## src/rtl/ctu_pkg.sv

```systemverilog
package ctu_pkg;
  localparam logic [1:0] SZ_BYTE = 2'd0;
  localparam logic [1:0] SZ_HALF = 2'd1;
  localparam logic [1:0] SZ_WORD = 2'd2;

  localparam int RUN_ADDR   = 4;
  localparam int GRP_BASE   = 8;
  localparam int GRP_STRIDE = 12;
  localparam int OFS_RELOAD = 0;
  localparam int OFS_COUNT  = 4;
  localparam int OFS_CTRL   = 8;

  localparam int FLAG_BIT = 8;
  localparam int IE_BIT   = 5;

  localparam int PS_W = 10;

  // tick period in clock cycles for a select code; reserved codes fall back to 4
  function automatic logic [10:0] prescale_div(input logic [2:0] sel);
    case (sel)
      3'd1:    return 11'd16;
      3'd2:    return 11'd64;
      3'd3:    return 11'd256;
      3'd4:    return 11'd1024;
      default: return 11'd4;
    endcase
  endfunction

  function automatic int grp_addr(input int ch, input int ofs);
    return GRP_BASE + GRP_STRIDE * ch + ofs;
  endfunction
endpackage

```

## src/rtl/ctu_prescaler.sv

```systemverilog
module ctu_prescaler
  import ctu_pkg::*;
(
  input  logic       clk,
  input  logic       rst_n,
  input  logic       run,
  input  logic [2:0] sel,
  output logic       tick
);
  logic [PS_W-1:0] pcount;
  logic [10:0]     div_m1;

  assign div_m1 = prescale_div(sel) - 11'd1;
  assign tick   = run && ({1'b0, pcount} >= div_m1);

  always_ff @(posedge clk or negedge rst_n) begin
    if (!rst_n)      pcount <= '0;
    else if (!run)   pcount <= '0;
    else if (tick)   pcount <= '0;
    else             pcount <= pcount + 1'b1;
  end

  // a halted channel restarts its prescale phase from zero
  p_idle_clear_r4: assert property (@(posedge clk) disable iff (!rst_n)
    !run |=> pcount == '0);

  // shortest period is four cycles, so ticks never come back to back
  p_tick_spacing_r4: assert property (@(posedge clk) disable iff (!rst_n)
    tick |=> !tick);
endmodule

```

## src/rtl/ctu_channel.sv

```systemverilog
module ctu_channel
  import ctu_pkg::*;
(
  input  logic        clk,
  input  logic        rst_n,
  input  logic        run,
  input  logic        reload_we,
  input  logic        count_we,
  input  logic        ctrl_we,
  input  logic [31:0] wdata,
  output logic [31:0] reload_q,
  output logic [31:0] count_q,
  output logic [15:0] ctrl_rd,
  output logic        irq
);
  logic [2:0] sel_q;
  logic       ie_q;
  logic       flag_q;
  logic       tick;
  logic       uf_evt;
  logic       dec_evt;

  ctu_prescaler u_ps (
    .clk  (clk),
    .rst_n(rst_n),
    .run  (run),
    .sel  (sel_q),
    .tick (tick)
  );

  assign uf_evt  = tick && (count_q == '0);
  assign dec_evt = tick && (count_q != '0);

  always_ff @(posedge clk or negedge rst_n) begin
    if (!rst_n) reload_q <= '1;
    else if (reload_we) reload_q <= wdata;
  end

  always_ff @(posedge clk or negedge rst_n) begin
    if (!rst_n)        count_q <= '1;
    else if (count_we) count_q <= wdata;
    else if (uf_evt)   count_q <= reload_q;
    else if (dec_evt)  count_q <= count_q - 32'd1;
  end

  always_ff @(posedge clk or negedge rst_n) begin
    if (!rst_n) begin
      sel_q  <= '0;
      ie_q   <= 1'b0;
      flag_q <= 1'b0;
    end else begin
      if (ctrl_we) begin
        sel_q <= wdata[2:0];
        ie_q  <= wdata[IE_BIT];
      end
      if (uf_evt)       flag_q <= 1'b1;
      else if (ctrl_we) flag_q <= flag_q & wdata[FLAG_BIT];
    end
  end

  assign ctrl_rd = {7'b0, flag_q, 2'b0, ie_q, 2'b0, sel_q};
  assign irq     = flag_q & ie_q;

  p_hold_r3: assert property (@(posedge clk) disable iff (!rst_n)
    (!run && !count_we) |=> $stable(count_q));

  p_dec_r4: assert property (@(posedge clk) disable iff (!rst_n)
    (dec_evt && !count_we) |=> count_q == $past(count_q) - 32'd1);

  p_reload_r5: assert property (@(posedge clk) disable iff (!rst_n)
    (uf_evt && !count_we && !reload_we) |=> (count_q == $past(reload_q)) && flag_q);

  p_flag_src_r6: assert property (@(posedge clk) disable iff (!rst_n)
    $rose(flag_q) |-> $past(uf_evt));

  p_wr_prio_r8: assert property (@(posedge clk) disable iff (!rst_n)
    count_we |=> count_q == $past(wdata));
endmodule

```

## src/rtl/ctu_top.sv

```systemverilog
module ctu_top
  import ctu_pkg::*;
#(
  parameter int NCH    = 3,
  parameter int ADDR_W = 6
) (
  input  logic              clk,
  input  logic              rst_n,
  input  logic [ADDR_W-1:0] bus_addr,
  input  logic              bus_we,
  input  logic [1:0]        bus_size,
  input  logic [31:0]       bus_wdata,
  output logic [31:0]       bus_rdata,
  output logic [NCH-1:0]    irq
);
  localparam logic [ADDR_W-1:0] RUN_A = ADDR_W'(RUN_ADDR);

  logic [NCH-1:0] run_q;
  logic           run_we;
  logic [31:0]    reload_arr [NCH];
  logic [31:0]    count_arr  [NCH];
  logic [15:0]    ctrl_arr   [NCH];

  assign run_we = bus_we && (bus_size == SZ_BYTE) && (bus_addr == RUN_A);

  always_ff @(posedge clk or negedge rst_n) begin
    if (!rst_n)      run_q <= '0;
    else if (run_we) run_q <= bus_wdata[NCH-1:0];
  end

  for (genvar n = 0; n < NCH; n++) begin : g_ch
    localparam logic [ADDR_W-1:0] A_RELOAD = ADDR_W'(grp_addr(n, OFS_RELOAD));
    localparam logic [ADDR_W-1:0] A_COUNT  = ADDR_W'(grp_addr(n, OFS_COUNT));
    localparam logic [ADDR_W-1:0] A_CTRL   = ADDR_W'(grp_addr(n, OFS_CTRL));
    logic we_reload, we_count, we_ctrl;

    assign we_reload = bus_we && (bus_size == SZ_WORD) && (bus_addr == A_RELOAD);
    assign we_count  = bus_we && (bus_size == SZ_WORD) && (bus_addr == A_COUNT);
    assign we_ctrl   = bus_we && (bus_size == SZ_HALF) && (bus_addr == A_CTRL);

    ctu_channel u_ch (
      .clk      (clk),
      .rst_n    (rst_n),
      .run      (run_q[n]),
      .reload_we(we_reload),
      .count_we (we_count),
      .ctrl_we  (we_ctrl),
      .wdata    (bus_wdata),
      .reload_q (reload_arr[n]),
      .count_q  (count_arr[n]),
      .ctrl_rd  (ctrl_arr[n]),
      .irq      (irq[n])
    );
  end

  always_comb begin
    bus_rdata = '0;
    if (bus_addr == RUN_A) bus_rdata = {{(32-NCH){1'b0}}, run_q};
    for (int n = 0; n < NCH; n++) begin
      if (bus_addr == ADDR_W'(grp_addr(n, OFS_RELOAD))) bus_rdata = reload_arr[n];
      if (bus_addr == ADDR_W'(grp_addr(n, OFS_COUNT)))  bus_rdata = count_arr[n];
      if (bus_addr == ADDR_W'(grp_addr(n, OFS_CTRL)))   bus_rdata = {16'b0, ctrl_arr[n]};
    end
  end

  p_run_wr_r3: assert property (@(posedge clk) disable iff (!rst_n)
    run_we |=> run_q == $past(bus_wdata[NCH-1:0]));

  p_size_r2: assert property (@(posedge clk) disable iff (!rst_n)
    (bus_we && (bus_size != SZ_BYTE) && (bus_addr == RUN_A)) |=> $stable(run_q));
endmodule

```

## config.mk

```make
export PLATFORM = sky130hd
export DESIGN_NAME = ctu_top
export DESIGN_NICKNAME = d
export VERILOG_FILES = /design/src/rtl/ctu_pkg.sv /design/src/rtl/ctu_prescaler.sv /design/src/rtl/ctu_channel.sv /design/src/rtl/ctu_top.sv
export SDC_FILE = /design/constraint.sdc
export NUM_CORES = 1
export LEC_CHECK = 0
export CAP_MARGIN = 20
export CELL_PAD_IN_SITES_DETAIL_PLACEMENT = 0
export CELL_PAD_IN_SITES_GLOBAL_PLACEMENT = 2
export CORE_ASPECT_RATIO = 1.1
export CORE_MARGIN = 5
export CORE_UTILIZATION = 40
export DETAILED_ROUTE_END_ITERATION = 10
export GPL_ROUTABILITY_DRIVEN = 0
export PLACE_DENSITY_LB_ADDON = 0.3
export SLEW_MARGIN = 20
export SYNTH_ARGS = -nofsm -noshare
export SYNTH_HDL_FRONTEND = slang
export SYNTH_SLANG_ARGS = --single-unit
```

## constraint.sdc

```tcl
create_clock -name clk -period 8.56 [get_ports clk]
set_input_delay 0.856 -clock clk [delete_from_list [all_inputs] [get_ports clk]]
set_output_delay 0.856 -clock clk [all_outputs]
set_load 0.02 [all_outputs]
```

==> metrics.cfg <==
[logic_synthesis]
synth_top_area_frac = 0.3409
synth_async_sr_flop_share = 1.000
syn_area_per_cell_um2 = 9.415
ys.flop_type = dfstp_2
yosysSeqAreaShare = 0.4220
synth_edf_count = 0
synth.distinct_cells = 78
ys_ff_latch = 240
synth_area_leaders = dfstp_2 34%, mux2_2 9.0%, dfrtp_1 8.1%
synthesis.area_mm2 = 0.01480
yosysWarnings = 0
synth_fp_nets = 1645
yosysTopAreaCell = dfstp_2
synth_cells = 1572

[final_layout]
nets = 1669
layout_common_cells = 192 x dfstp_2, 143 x nor2_1, 118 x mux2_2, 113 x nand2_1, 97 x nand3_1
final_common_cell = dfstp_2
antenna-diode-count = 0
drive_gt1_frac = 0.2553
area_growth_pct = 14.71
stdcell_count = 2112

[clock_tree]
numCtsBuffers = 28
numClockSinks = 240
cts.hold.buffers_added = 0
clock-root-buffer = clkbuf_16
cts_resized = 0
cts.clk_slew.worst_paths_ns = 0.06
h-tree-depth = 1
post_cts_buffers = 0
clk_path_buf_depth = 3
clock_latency_ns = 0.56
cts_tree = built

[sta]
fin_worst_skew_ns = 0.02042
grt_setup_unrepaired = no
period_share = 0.5583
tightest_slew_ns = 0.9693
fmax_mhz = 209.3
setup_tns_ns = 0
drv_slew = 0
hold_violations = 0
setup_viol = 0
fin_crit_ns = 4.779
maxSlewHeadroom = 0.3478

[worst_setup_path]
critPathSlowestCell = clkdlybuf4s50_1
cpMostUsedCell = clkdlybuf4s50_1
critPathCaptureType = primary output
max_stage_delay_ns = 1.05
arrival_ns = 3.92
rrSetupSlack_ns = 4.98
cp.required_ns = 7.70
r2r_cells = 9
crit_fanout = 27
path_class = in2out
cp-start-kind = input port
path_cells = clkdlybuf4s50_1, nand2_1, nor2_2, buf_4, a22oi_1, nand3_1, clkdlybuf4s50_1

[global_route]
grtUsageTotal = 0.2589
grt_pass1_wl_mm = 82.99
grt_pass1_vias = 13189
overflow = 0
grt_max_degree = 117
antenna_found_initial = 0

[floorplanning]
num_rows = 74
io_pins = 78
core_area_mm2 = 0.03685
die_w_um = 193.4
start_util = 0.4016
die_h_um = 211.7
die_area_mm2 = 0.04095

[route]
wire_per_inst_um = 25.74
viasPerCell = 6.296
drt_wl_total_mm = 54.37
drt_drc_violations_left = 0
drt_first_pass_iters = 6
vias = 13298
drt_iter0_markers = 1061
ant_nets = 0

[placed_design]
post-dp-hpwl_mm = 38.10
io_buffer_count = 77
placed_cells_incl_taps = 2059

[power]
leakage_nw = 6.364
powerDensity_mw_per_mm2 = 165.1
vdd_drop_max_mv = 0.1357

[run_status]
outcome = finished, final reports clean

[hold_path]
hp-class = in2async

[flow_run]
max_cap_viol_count = 0

[flip-flops by register name, indices dropped and copies added, names as in the netlist]
signal	flops
g_ch.u_ch.u_ps.pcount	30
g_ch.u_ch.sel_q	9
g_ch.u_ch.count_q	96
g_ch.u_ch.ie_q	3
g_ch.u_ch.flag_q	3
run_q	3
g_ch.u_ch.reload_q	96
[synthesized netlist by cell type, types with 5 or more instances]
cell	n
o2bb2ai_1	8
dfstp_2	192
nor4_1	24
and2_1	9
dfrtp_1	48
o211ai_1	35
nand3_1	97
nand2b_1	6
nor3_1	36
a21o_1	9
and3_1	10
or4_1	21
o32a_1	6
inv_1	28
xor2_1	32
mux2_2	118
and4_1	5
buf_2	14
o41ai_1	7
o31ai_1	19
a211oi_1	11
buf_1	9
a31oi_1	29
o21bai_1	5
o21a_1	7
o21ai_0	69
a22oi_1	91
clkbuf_1	82
or3_1	15
a2bb2oi_1	11
a21oi_1	87
o22ai_1	12
nor2b_1	7
nor2_1	148
ha_1	30
mux2i_1	7
o2111ai_1	6
nand4_1	15
xnor2_1	23
nand2_1	113
[worst max-delay path: cells and delay by family]
| kind | cells | cell delay [ns] |
|---|---|---|
| compound gates | 1 | 0.20 |
| simple gates | 3 | 0.70 |
| buf+inv | 3 | 2.13 |
[per-stage QoR]
stage          hold WS (ns)  worst slack [ns]  area, um2  power, mW    util
2_1_floorplan        0.4688             4.986      14800      1.413       -
3_3_place_gp         0.4951             3.898      15990      1.549  0.4340
3_5_place_dp         0.5083             3.832      15990      1.552  0.4340
4_1_cts              0.4076             3.834      16960      2.833  0.4603
5_1_grt              0.4356             3.530      16980      2.910  0.4607
6_report             0.3748             3.781      16980      2.803  0.4607
[area by class of cell]
type / instances / area [um2]
clock buffers: 40 / 827.0
clock inverters: 12 / 140.1
fillers: 3645 / 19870
inverters: 28 / 105.1
multi-input cells: 1193 / 8051
flip-flops and latches: 240 / 6246
well taps: 494 / 618.1
repair buffers: 105 / 989.7
[power by group]
part	total (mW)	switching [mW]	internal (mW)
clock	1.27	0.507	0.759
sequential	1.32	0.0878	1.23
combinational	0.221	0.128	0.0938
total	2.80	0.722	2.08
[logic make-up (layout without fill, tap and decap cells)]
family	count (synthesis)	count (layout)	synth area share
flip-flops	240	240	0.4220
adder cells (fa/ha/maj)	30	30	0.02536
AND/OR/NAND/NOR	537	537	0.1834
AO/OA/AOI/OAI	445	445	0.2029
multiplexers	126	126	0.09527
XOR/XNOR	55	55	0.03255
buffers and inverters	139	185	0.03847
[per-layer routing]
layer	vias to the layer above	GRT usage	wire, um	share of wire
li1	5975	-	-	-
met3	119	0.02531	2705	0.050
met5	-	0	0	0
met2	500	0.4396	26390	0.49
met1	6704	0.3276	21880	0.40
met4	0	0.1404	3392	0.062
[worst paths after layout]
kind / from / end
worst max register to register: g_ch[0].u_ch.count_q[0]$_DFFE_PN1P_ / g_ch[0].u_ch.count_q[19]$_DFFE_PN1P_
worst min-delay path: rst_n / g_ch[2].u_ch.u_ps.pcount[6]$_DFF_PN0_
worst max-delay path: bus_addr[2] / bus_rdata[19]
max in group asynchronous: rst_n / g_ch[2].u_ch.count_q[19]$_DFFE_PN1P_
worst min register to register: g_ch[0].u_ch.u_ps.pcount[0]$_DFF_PN0_ / g_ch[0].u_ch.u_ps.pcount[0]$_DFF_PN0_
min in group clk: g_ch[0].u_ch.u_ps.pcount[0]$_DFF_PN0_ / g_ch[0].u_ch.u_ps.pcount[0]$_DFF_PN0_
Note: power is estimated with default switching activity, not from simulation.
